--- src/rtl/csg_spi_pkg.sv ---
package csg_spi_pkg;
  typedef enum logic {
    SRC_INTERNAL = 1'b0,
    SRC_EXTERNAL = 1'b1
  } sck_src_e;

  typedef struct packed {
    logic rise;
    logic fall;
  } sck_edge_t;
endpackage

--- src/rtl/csg_sync.sv ---
module csg_sync #(
  parameter int             W       = 3,
  parameter logic [W-1:0]   RST_VAL = '0
) (
  input  logic         clk,
  input  logic         rst,
  input  logic [W-1:0] d,
  output logic [W-1:0] q
);
  for (genvar i = 0; i < W; i++) begin : g_bit
    logic s1, s2;
    always_ff @(posedge clk) begin
      if (rst) begin
        s1 <= RST_VAL[i];
        s2 <= RST_VAL[i];
      end else begin
        s1 <= d[i];
        s2 <= s1;
      end
    end
    assign q[i] = s2;
  end
endmodule

--- src/rtl/csg_sck_gen.sv ---
module csg_sck_gen
  import csg_spi_pkg::*;
#(
  parameter int HALF_DIV = 8
) (
  input  logic      clk,
  input  logic      rst,
  input  logic      restart,
  input  logic      park,
  input  logic      run,
  output logic      sck,
  output sck_edge_t edge_o
);
  localparam int DIV_W = (HALF_DIV > 1) ? $clog2(HALF_DIV) : 1;
  localparam logic [DIV_W-1:0] LAST = DIV_W'(HALF_DIV - 1);

  logic [DIV_W-1:0] div_q;
  logic             wrap;

  assign wrap        = run && (div_q == LAST);
  assign edge_o.rise = wrap && !sck;
  assign edge_o.fall = wrap && sck;

  always_ff @(posedge clk) begin
    if (rst) begin
      div_q <= '0;
      sck   <= 1'b1;
    end else if (restart) begin
      div_q <= '0;
      sck   <= 1'b0;
    end else if (park) begin
      div_q <= '0;
      sck   <= 1'b1;
    end else if (run) begin
      if (div_q == LAST) begin
        div_q <= '0;
        sck   <= ~sck;
      end else begin
        div_q <= div_q + 1'b1;
      end
    end
  end

  AST_SCK_HOLD_PAUSED: assert property (@(posedge clk) disable iff (rst)
    (!restart && !park && !run) |=> $stable(sck));
endmodule

--- src/rtl/csg_shift_core.sv ---
module csg_shift_core
  import csg_spi_pkg::*;
#(
  parameter int DATA_W = 8
) (
  input  logic              clk,
  input  logic              rst,
  input  sck_src_e          src,
  input  logic              cs_mode,
  input  logic              wr_en,
  input  logic [DATA_W-1:0] wr_data,
  input  logic              cs_s,
  input  logic              sck_s,
  input  logic              sdi_s,
  input  sck_edge_t         int_edge,
  output logic              busy,
  output logic              run_ok,
  output logic              abort,
  output logic              sdo,
  output logic              sck_oe,
  output logic              sdo_oe,
  output logic [DATA_W-1:0] rx_data,
  output logic              done,
  output logic              irq,
  output logic              overrun
);
  localparam int CNT_W = (DATA_W > 2) ? $clog2(DATA_W) : 1;
  localparam logic [CNT_W-1:0] LAST_BIT = CNT_W'(DATA_W - 1);

  logic              cs_q, sck_q;
  logic              cs_low, cs_rise, ext_rise, ext_fall;
  logic              ev_rise, ev_fall, accept;
  logic [CNT_W-1:0]  bit_q;
  logic [DATA_W-1:0] tx_q;
  logic [DATA_W-2:0] rxs_q;
  logic [DATA_W-1:0] rx_next;

  assign cs_low   = !cs_s;
  assign cs_rise  = cs_s && !cs_q;
  assign run_ok   = !cs_mode || cs_low;
  assign ext_rise = sck_s && !sck_q;
  assign ext_fall = !sck_s && sck_q;
  assign accept   = wr_en && !busy;
  assign abort    = cs_mode && cs_rise && busy;
  assign rx_next  = {rxs_q, sdi_s};
  assign sdo      = tx_q[DATA_W-1];

  always_comb begin
    if (src == SRC_EXTERNAL) begin
      ev_rise = busy && run_ok && ext_rise;
      ev_fall = busy && run_ok && ext_fall;
    end else begin
      ev_rise = int_edge.rise;
      ev_fall = int_edge.fall;
    end
  end

  always_ff @(posedge clk) begin
    if (rst) begin
      cs_q    <= 1'b1;
      sck_q   <= 1'b1;
      busy    <= 1'b0;
      bit_q   <= '0;
      tx_q    <= '0;
      rxs_q   <= '0;
      rx_data <= '0;
      done    <= 1'b0;
      irq     <= 1'b0;
      overrun <= 1'b0;
      sck_oe  <= 1'b0;
      sdo_oe  <= 1'b0;
    end else begin
      cs_q   <= cs_s;
      sck_q  <= sck_s;
      irq    <= 1'b0;
      sck_oe <= (src == SRC_INTERNAL) && run_ok;
      sdo_oe <= run_ok;
      if (accept) begin
        busy    <= 1'b1;
        tx_q    <= wr_data;
        bit_q   <= '0;
        done    <= 1'b0;
        overrun <= 1'b0;
      end else begin
        if (wr_en) overrun <= 1'b1;
        if (abort) begin
          busy  <= 1'b0;
          bit_q <= '0;
        end else if (ev_rise) begin
          rxs_q <= rx_next[DATA_W-2:0];
          if (bit_q == LAST_BIT) begin
            bit_q   <= '0;
            busy    <= 1'b0;
            done    <= 1'b1;
            irq     <= 1'b1;
            rx_data <= rx_next;
          end else begin
            bit_q <= bit_q + 1'b1;
          end
        end else if (ev_fall && (bit_q != '0)) begin
          tx_q <= {tx_q[DATA_W-2:0], 1'b0};
        end
      end
    end
  end

  AST_IRQ_SINGLE: assert property (@(posedge clk) disable iff (rst)
    irq |=> !irq);
  AST_OVR_ON_BUSY_WRITE: assert property (@(posedge clk) disable iff (rst)
    (wr_en && busy) |=> overrun);
  AST_ABORT_NO_DONE: assert property (@(posedge clk) disable iff (rst)
    abort |=> (!done && !irq));
  AST_OE_FLOAT_CS_HIGH: assert property (@(posedge clk) disable iff (rst)
    (cs_mode && cs_s) |=> (!sdo_oe && !sck_oe));
endmodule

--- src/rtl/csg_spi_port.sv ---
module csg_spi_port
  import csg_spi_pkg::*;
#(
  parameter int DATA_W   = 8,
  parameter int HALF_DIV = 8
) (
  input  logic              clk,
  input  logic              rst,
  input  logic              cfg_ext_clk,
  input  logic              cfg_cs_mode,
  input  logic              wr_en,
  input  logic [DATA_W-1:0] wr_data,
  output logic [DATA_W-1:0] rx_data,
  output logic              done,
  output logic              irq,
  output logic              overrun,
  input  logic              cs_n,
  input  logic              sck_in,
  output logic              sck_out,
  output logic              sck_oe,
  input  logic              sdi,
  output logic              sdo,
  output logic              sdo_oe
);
  localparam int SYNC_W = 3;

  sck_src_e          src;
  logic [SYNC_W-1:0] pins_s;
  sck_edge_t         int_edge;
  logic              busy, run_ok, abort, restart, run;

  assign src = sck_src_e'(cfg_ext_clk);

  csg_sync #(
    .W       (SYNC_W),
    .RST_VAL (3'b110)
  ) u_sync (
    .clk (clk),
    .rst (rst),
    .d   ({cs_n, sck_in, sdi}),
    .q   (pins_s)
  );

  assign restart = wr_en && !busy && (src == SRC_INTERNAL);
  assign run     = busy && run_ok && (src == SRC_INTERNAL);

  csg_sck_gen #(
    .HALF_DIV (HALF_DIV)
  ) u_sck_gen (
    .clk     (clk),
    .rst     (rst),
    .restart (restart),
    .park    (abort),
    .run     (run),
    .sck     (sck_out),
    .edge_o  (int_edge)
  );

  csg_shift_core #(
    .DATA_W (DATA_W)
  ) u_core (
    .clk      (clk),
    .rst      (rst),
    .src      (src),
    .cs_mode  (cfg_cs_mode),
    .wr_en    (wr_en),
    .wr_data  (wr_data),
    .cs_s     (pins_s[2]),
    .sck_s    (pins_s[1]),
    .sdi_s    (pins_s[0]),
    .int_edge (int_edge),
    .busy     (busy),
    .run_ok   (run_ok),
    .abort    (abort),
    .sdo      (sdo),
    .sck_oe   (sck_oe),
    .sdo_oe   (sdo_oe),
    .rx_data  (rx_data),
    .done     (done),
    .irq      (irq),
    .overrun  (overrun)
  );
endmodule

--- config.mk ---
export PLATFORM = sky130hd
export DESIGN_NAME = csg_spi_port
export DESIGN_NICKNAME = d
export VERILOG_FILES = /design/src/rtl/csg_spi_pkg.sv /design/src/rtl/csg_sync.sv /design/src/rtl/csg_sck_gen.sv /design/src/rtl/csg_shift_core.sv /design/src/rtl/csg_spi_port.sv
export SDC_FILE = /design/constraint.sdc
export NUM_CORES = 1
export LEC_CHECK = 0
export BUFFER_PORTS_ARGS = -buffer_cell sky130_fd_sc_hd__clkbuf_2
export CAP_MARGIN = 20
export CORE_ASPECT_RATIO = 1.4
export CORE_UTILIZATION = 45
export DETAILED_ROUTE_END_ITERATION = 10
export MAX_ROUTING_LAYER = met4
export PLACE_DENSITY = 0.69
export RECOVER_POWER = 25
export SETUP_SLACK_MARGIN = 0.2
export SYNTH_ARGS = -nofsm -noshare
export SYNTH_HDL_FRONTEND = slang
export SYNTH_SLANG_ARGS = --single-unit
--- constraint.sdc ---
create_clock -name clk -period 2.4 [get_ports clk]
set_clock_uncertainty 0.05 [all_clocks]
set_input_delay 0.24 -clock clk [delete_from_list [all_inputs] [get_ports clk]]
set_output_delay 0.24 -clock clk [all_outputs]
set_load 0.05 [all_outputs]
==> results of run 1 <==
-- per-layer routing --
metal | vias up | part of all wire, %
met5 | - | 0
met4 | 0 | 1.6
met3 | 6 | 3.6
met2 | 24 | 52
met1 | 594 | 43
li1 | 695 | -
-- cells in the mapped netlist, drive strengths merged, types with 2 or more instances --
master,count,area share [%]
nor2b,4,1.4
clkbuf,5,1.1
nand2b,2,0.69
inv,4,0.83
and2,2,0.83
dfxtp,44,49
nor3,5,1.9
or2,8,2.8
a311oi,7,4.1
o21ai,2,0.76
nand3,10,2.8
a21oi,22,6.7
nand2,13,2.7
mux2i,18,10
ha,5,3.5
nor2,18,3.7
buf,5,2.8
-- layout make-up --
type	count	area [µm²]	area share, %
Timing Repair Buffer	35	179	8.72
Multi-Input combinational cell	124	842	41.1
Tap cell	42	52.6	2.56
Sequential cell	44	881	43.0
Clock inverter	2	12.5	0.610
Clock buffer	5	68.8	3.36
Inverter	4	15.0	0.732
-- cell families (layout without fill, tap and decap cells) --
logic type | after synthesis | count (layout) | share of synthesized area, %
compound gates | 34 | 34 | 13.1
fa+ha+maj | 5 | 5 | 3.46
buf+inv | 14 | 46 | 4.70
flops | 44 | 44 | 48.7
mux | 18 | 18 | 9.95
simple gates | 67 | 67 | 20.1
-- worst max-delay path, stage by stage, from the launching register on --
cell and delay, ns:
dfxtp_1 0.38, inv_1 0.06, ha_1 0.18, nor2b_1 0.16, o41ai_1 0.27, o21bai_2 0.33
a21oi_1 0.13, a311oi_1 0.27
-- power breakdown --
part / leakage [nW] / switching [W] / total, W / internal [W]
Combinational: 0.423 / 0.0000753 / 0.000126 / 0.0000504
Clock: 0.0400 / 0.000239 / 0.000436 / 0.000197
Sequential: 0.359 / 0.0000155 / 0.000768 / 0.000753
Total: 0.822 / 0.000330 / 0.00133 / 0.00100
-- flip-flops by register name, summed over array words and instances, names as in the netlist --
| signal | cells |
|---|---|
| u_core.bit_q | 3 |
| u_core.busy | 1 |
| u_core.cs_q | 1 |
| u_core.done | 1 |
| u_core.irq | 1 |
| u_core.overrun | 1 |
| u_core.rx_data | 8 |
| u_core.rxs_q | 7 |
| u_core.sck_oe | 1 |
| u_core.sck_q | 1 |
| u_core.sdo_oe | 1 |
| u_core.tx_q | 8 |
| u_sck_gen.div_q | 3 |
| u_sck_gen.sck | 1 |
| u_sync.g_bit.s1 | 3 |
| u_sync.g_bit.s2 | 3 |
-- final timing paths --
path	startpoint	endpoint	slack, ns	cells past startpoint
max	u_core.bit_q[0]$_SDFFE_PP0P_	u_core.tx_q[3]$_SDFFE_PP0P_	0.46	7
min	cs_n	u_sync.g_bit[2].s1$_SDFF_PP1_	0.08	2
max reg2reg	u_core.bit_q[0]$_SDFFE_PP0P_	u_core.tx_q[3]$_SDFFE_PP0P_	0.46	7
min reg2reg	u_sync.g_bit[1].s1$_SDFF_PP1_	u_sync.g_bit[1].s2$_SDFF_PP1_	0.36	1
-- per-stage QoR --
stage          hold slack [ns]  total power (W)  worst slack, ns  std cells
6_report                0.0786          0.00133            0.461        256
5_1_grt                 0.0627          0.00139            0.276        256
4_1_cts                 0.0746          0.00135            0.446        256
3_5_place_dp             0.344         0.000915            0.477        249
3_3_place_gp             0.341         0.000913            0.549        249
2_1_floorplan            0.262         0.000879            0.609        182
==> results_dict.tcl, run 1 <==
set metrics [dict create \
    relSlewSlack_pct 28.9 \
    grt_pass1_wl_mm 5.42 \
    fin_setup_tns_ns 0 \
    cts_buffers 5 \
    slew_viol_final 0 \
    final_common_cell "dfxtp_1" \
    drt-wirelength-per-cell_um 12.5 \
    leakage_nw 0.822 \
    path_class "reg -> reg" \
    drtIter0Drc 37 \
    synth-seq-cells 44 \
    synthFlopType "dfxtp_1" \
    yosys_warnings 0 \
    period_needed_ns 1.94 \
    grt_max_degree 24 \
    final_cell_mix "44 x dfxtp_1, 26 x clkbuf_2, 19 x a21oi_1, 18 x mux2i_1, 18 x nor2_1" \
    drc_errors 0 \
    n_fill_cell 350 \
    cts_setup_buffers 0 \
    cts-root-buf "clkbuf_8" \
    cts_buffer_depth 2 \
    cp_max_fo 14 \
    syn_area_um2 1810 \
    ioPinCount 31 \
    timing_hold_violations_final 0 \
    track_usage_pct 16.6 \
    ir_drop_uv 473 \
    via_count 1319 \
    cp-end-kind "flip-flop" \
    ant_nets 0 \
    cts.sinks 44 \
    dp_hpwl_mm 2.32 \
    grt_util_met3_pct 5.23 \
    cap_viol_max_count 0 \
    met2_usage_pct 29.0 \
    antenna_found_initial 0 \
    async_flop_share_pct 0 \
    die_area_um2 4280 \
    area.growth.synth_to_final_pct 13.3 \
    final_area_um2 2050 \
    cts_hold_buffers 0 \
    max_clock_freq_ghz 0.516 \
    hold_path.class "in -> reg" \
    grt_remaining_overflow 0 \
    fin_nets 235 \
    wirelength_mm 3.20 \
    core-area_um2 3740 \
    worstPathArrival_ns 2.08 \
    initial_utilization_pct 48.4 \
    htreeDepth 2 \
    finalSetupViolCount 0 \
    post-route-util_pct 54.8 \
    grt_pass1_vias 1276 \
    use_met1_pct 17.3 \
    clk_latency_ns 0.29 \
    run_status "complete, no violations" \
    port_buffers 30 \
    clk_pin_slew_ns 0.08 \
    cts_resized 0 \
    syn_area_per_cell_um2 9.95 \
    place_area_um2 1980 \
    synth_edf_count 0 \
    die_w_um 55.6 \
    syn-num-nets 203 \
    fin_crit_sh_pct 80.8 \
    rsz0062_at_grt "false" \
    ys_seq_area_share_pct 48.7 \
    dr.pass1.iters 4 \
    drive_gt1_share_pct 25.2 \
    cts_tree "done" \
    crit_required_ns 2.54 \
    yosys.cell_types.count 33 \
    worst_pin_slew_ns 1.07 \
    gp_congestion 0.734 \
    drt-vias-per-instance 5.15 \
    powerDensity_nw_per_um2 649 \
    grt.busiest_layer "met2" \
    synthCells 182 \
    chipHeight_um 77.1 \
    diodes 0 \
    crit_path_start_kind "flip-flop" \
    rows 26 \
]
Note: power is estimated with default switching activity, not from simulation.
==> run 2: changes to the inputs <==
clock period = 1.8 ns   (was 2.4 ns; I/O delays follow)
==> results_dict.tcl, run 2 (synthesis results as in run 1) <==
set metrics [dict create \
    relSlewSlack_pct 60.5 \
    final_common_cell "dfxtp_1" \
    fin_crit_sh_pct 95.9 \
    clk_pin_slew_ns 0.08 \
    grt_pass1_vias 1571 \
    dr.pass1.iters 4 \
    cts_buffer_depth 2 \
    clk_latency_ns 0.31 \
    r2r_setup_slack_ns 0.07 \
    grt_remaining_overflow 0 \
    cp_max_fo 16 \
    crit_required_ns 1.92 \
    cts-root-buf "clkbuf_8" \
    drive_gt1_share_pct 50.0 \
    track_usage_pct 22.0 \
    fin_setup_tns_ns 0 \
    antenna_found_initial 0 \
    met2_usage_pct 39.6 \
    area.growth.synth_to_final_pct 43.6 \
    ioPinCount 31 \
    wirelength_mm 4.42 \
    dp_slack_ns 0.0483 \
    finalPower_w 0.00208 \
    htreeDepth 2 \
    diodes 0 \
    rsz0062_at_grt "true" \
    gp_congestion 0.748 \
    ant_nets 0 \
    fin_ws_ns 0.0736 \
    crit_path_start_kind "flip-flop" \
    path_class "reg -> reg" \
    drt-vias-per-instance 5.50 \
    ir_drop_uv 1230 \
    core-area_um2 3740 \
    die_area_um2 4280 \
    hold_path.class "in -> reg" \
    max_clock_freq_ghz 0.579 \
    drt-wirelength-per-cell_um 15.8 \
    use_met1_pct 22.0 \
    worst_pin_slew_ns 0.594 \
    place_area_um2 2130 \
    chipHeight_um 77.1 \
    dp_hpwl_mm 2.70 \
    port_buffers 30 \
    timing_hold_violations_final 0 \
    reg_top3 "u_core.rx_data (8), u_core.tx_q (8), u_core.rxs_q (7)" \
    leakage_nw 1.05 \
    grt_pass1_wl_mm 7.11 \
    drc_errors 0 \
    final_area_um2 2600 \
    cts_tree "done" \
    cp-end-kind "flip-flop" \
    initial_utilization_pct 48.4 \
    die_w_um 55.6 \
    rows 26 \
    run_status "complete, no violations" \
    finalSetupViolCount 0 \
    cap_viol_max_count 0 \
    period_needed_ns 1.73 \
    grt_max_degree 23 \
    fin_nets 258 \
    final_cell_mix "38 x dfxtp_1, 27 x clkbuf_2, 17 x nor2_1, 16 x mux2i_1, 13 x buf_4" \
    slew_viol_final 0 \
    worstPathArrival_ns 1.85 \
    via_count 1539 \
    cts_buffers 5 \
    grt.busiest_layer "met2" \
    drtIter0Drc 50 \
    powerDensity_nw_per_um2 799 \
    grt_util_met3_pct 4.38 \
    cts.sinks 44 \
]
-- run 2: changes by cell type in the layout (fill, tap and decap cells not counted), moves of 4 or more --
cell | previous run | this run
a21oi_1 | 19 | 8
buf_4 | 4 | 13
a21oi_2 | 3 | 11
buf_6 | 0 | 8
dfxtp_1 | 44 | 38
dfxtp_2 | 0 | 6
a311oi_1 | 5 | 0
a311oi_2 | 2 | 7
buf_12 | 0 | 4
-- run 2: layer usage --
metal	routed length [µm]	vias up
li1	-	742
met1	1700	741
met2	2440	43
met3	162	13
met4	116	0
met5	0	-
-- run 2: through the flow --
stage | hold slack [ns] | util [%] | instances
floorplan | 0.202 | - | 182
global placement | 0.318 | 56.9 | 256
detailed placement | 0.318 | 56.9 | 256
CTS | 0.00535 | 66.4 | 278
global route | 0.00698 | 69.5 | 280
finish | 0.00967 | 69.5 | 280
-- run 2: area by class of cell --
| type | count | area [µm²] |
|---|---|---|
| Sequential cell | 44 | 888 |
| Clock buffer | 5 | 68.8 |
| Multi-Input combinational cell | 124 | 1060 |
| Clock inverter | 3 | 46.3 |
| Inverter | 4 | 15.0 |
| Tap cell | 42 | 52.6 |
| Timing Repair Buffer | 58 | 473 |
| Fill cell | 280 | 1140 |
-- run 2: path summary, 6_finish.rpt --
| kind | cells after the start | end | from |
|---|---|---|---|
| max reg2reg | 7 | u_core.rxs_q[1]$_SDFFE_PP0P_ | u_sck_gen.div_q[1]$_SDFFE_PP0P_ |
| min reg2reg | 1 | u_sync.g_bit[1].s2$_SDFF_PP1_ | u_sync.g_bit[1].s1$_SDFF_PP1_ |
| min | 2 | u_sync.g_bit[2].s1$_SDFF_PP1_ | cs_n |
| max | 7 | u_core.rxs_q[1]$_SDFFE_PP0P_ | u_sck_gen.div_q[1]$_SDFFE_PP0P_ |
-- run 2: worst max-delay path: stages, from the launching register on --
cell,delay (ns)
dfxtp_2,0.34
ha_4,0.16
ha_4,0.15
and4b_2,0.24
or2_4,0.27
buf_12,0.16
mux2i_2,0.18
nor2_1,0.05
-- run 2: timing repair --
item | 4_1_cts | 5_1_grt
endpoints found under the hold margin | 0 | 0
hold buffers | 0 | 0
resized for setup | 24 | 23
setup endpoints to repair | 24 | 29
pin swaps | 7 | 13
cloned | 2 | 1
setup buffers | 12 | 1
-- run 2: report_power, final --
group / switching [W] / internal, W / total (W) / leakage [nW]
logic: 0.000141 / 0.000131 / 0.000272 / 0.632
clock network: 0.000360 / 0.000418 / 0.000778 / 0.0548
registers: 0.0000220 / 0.00100 / 0.00103 / 0.361
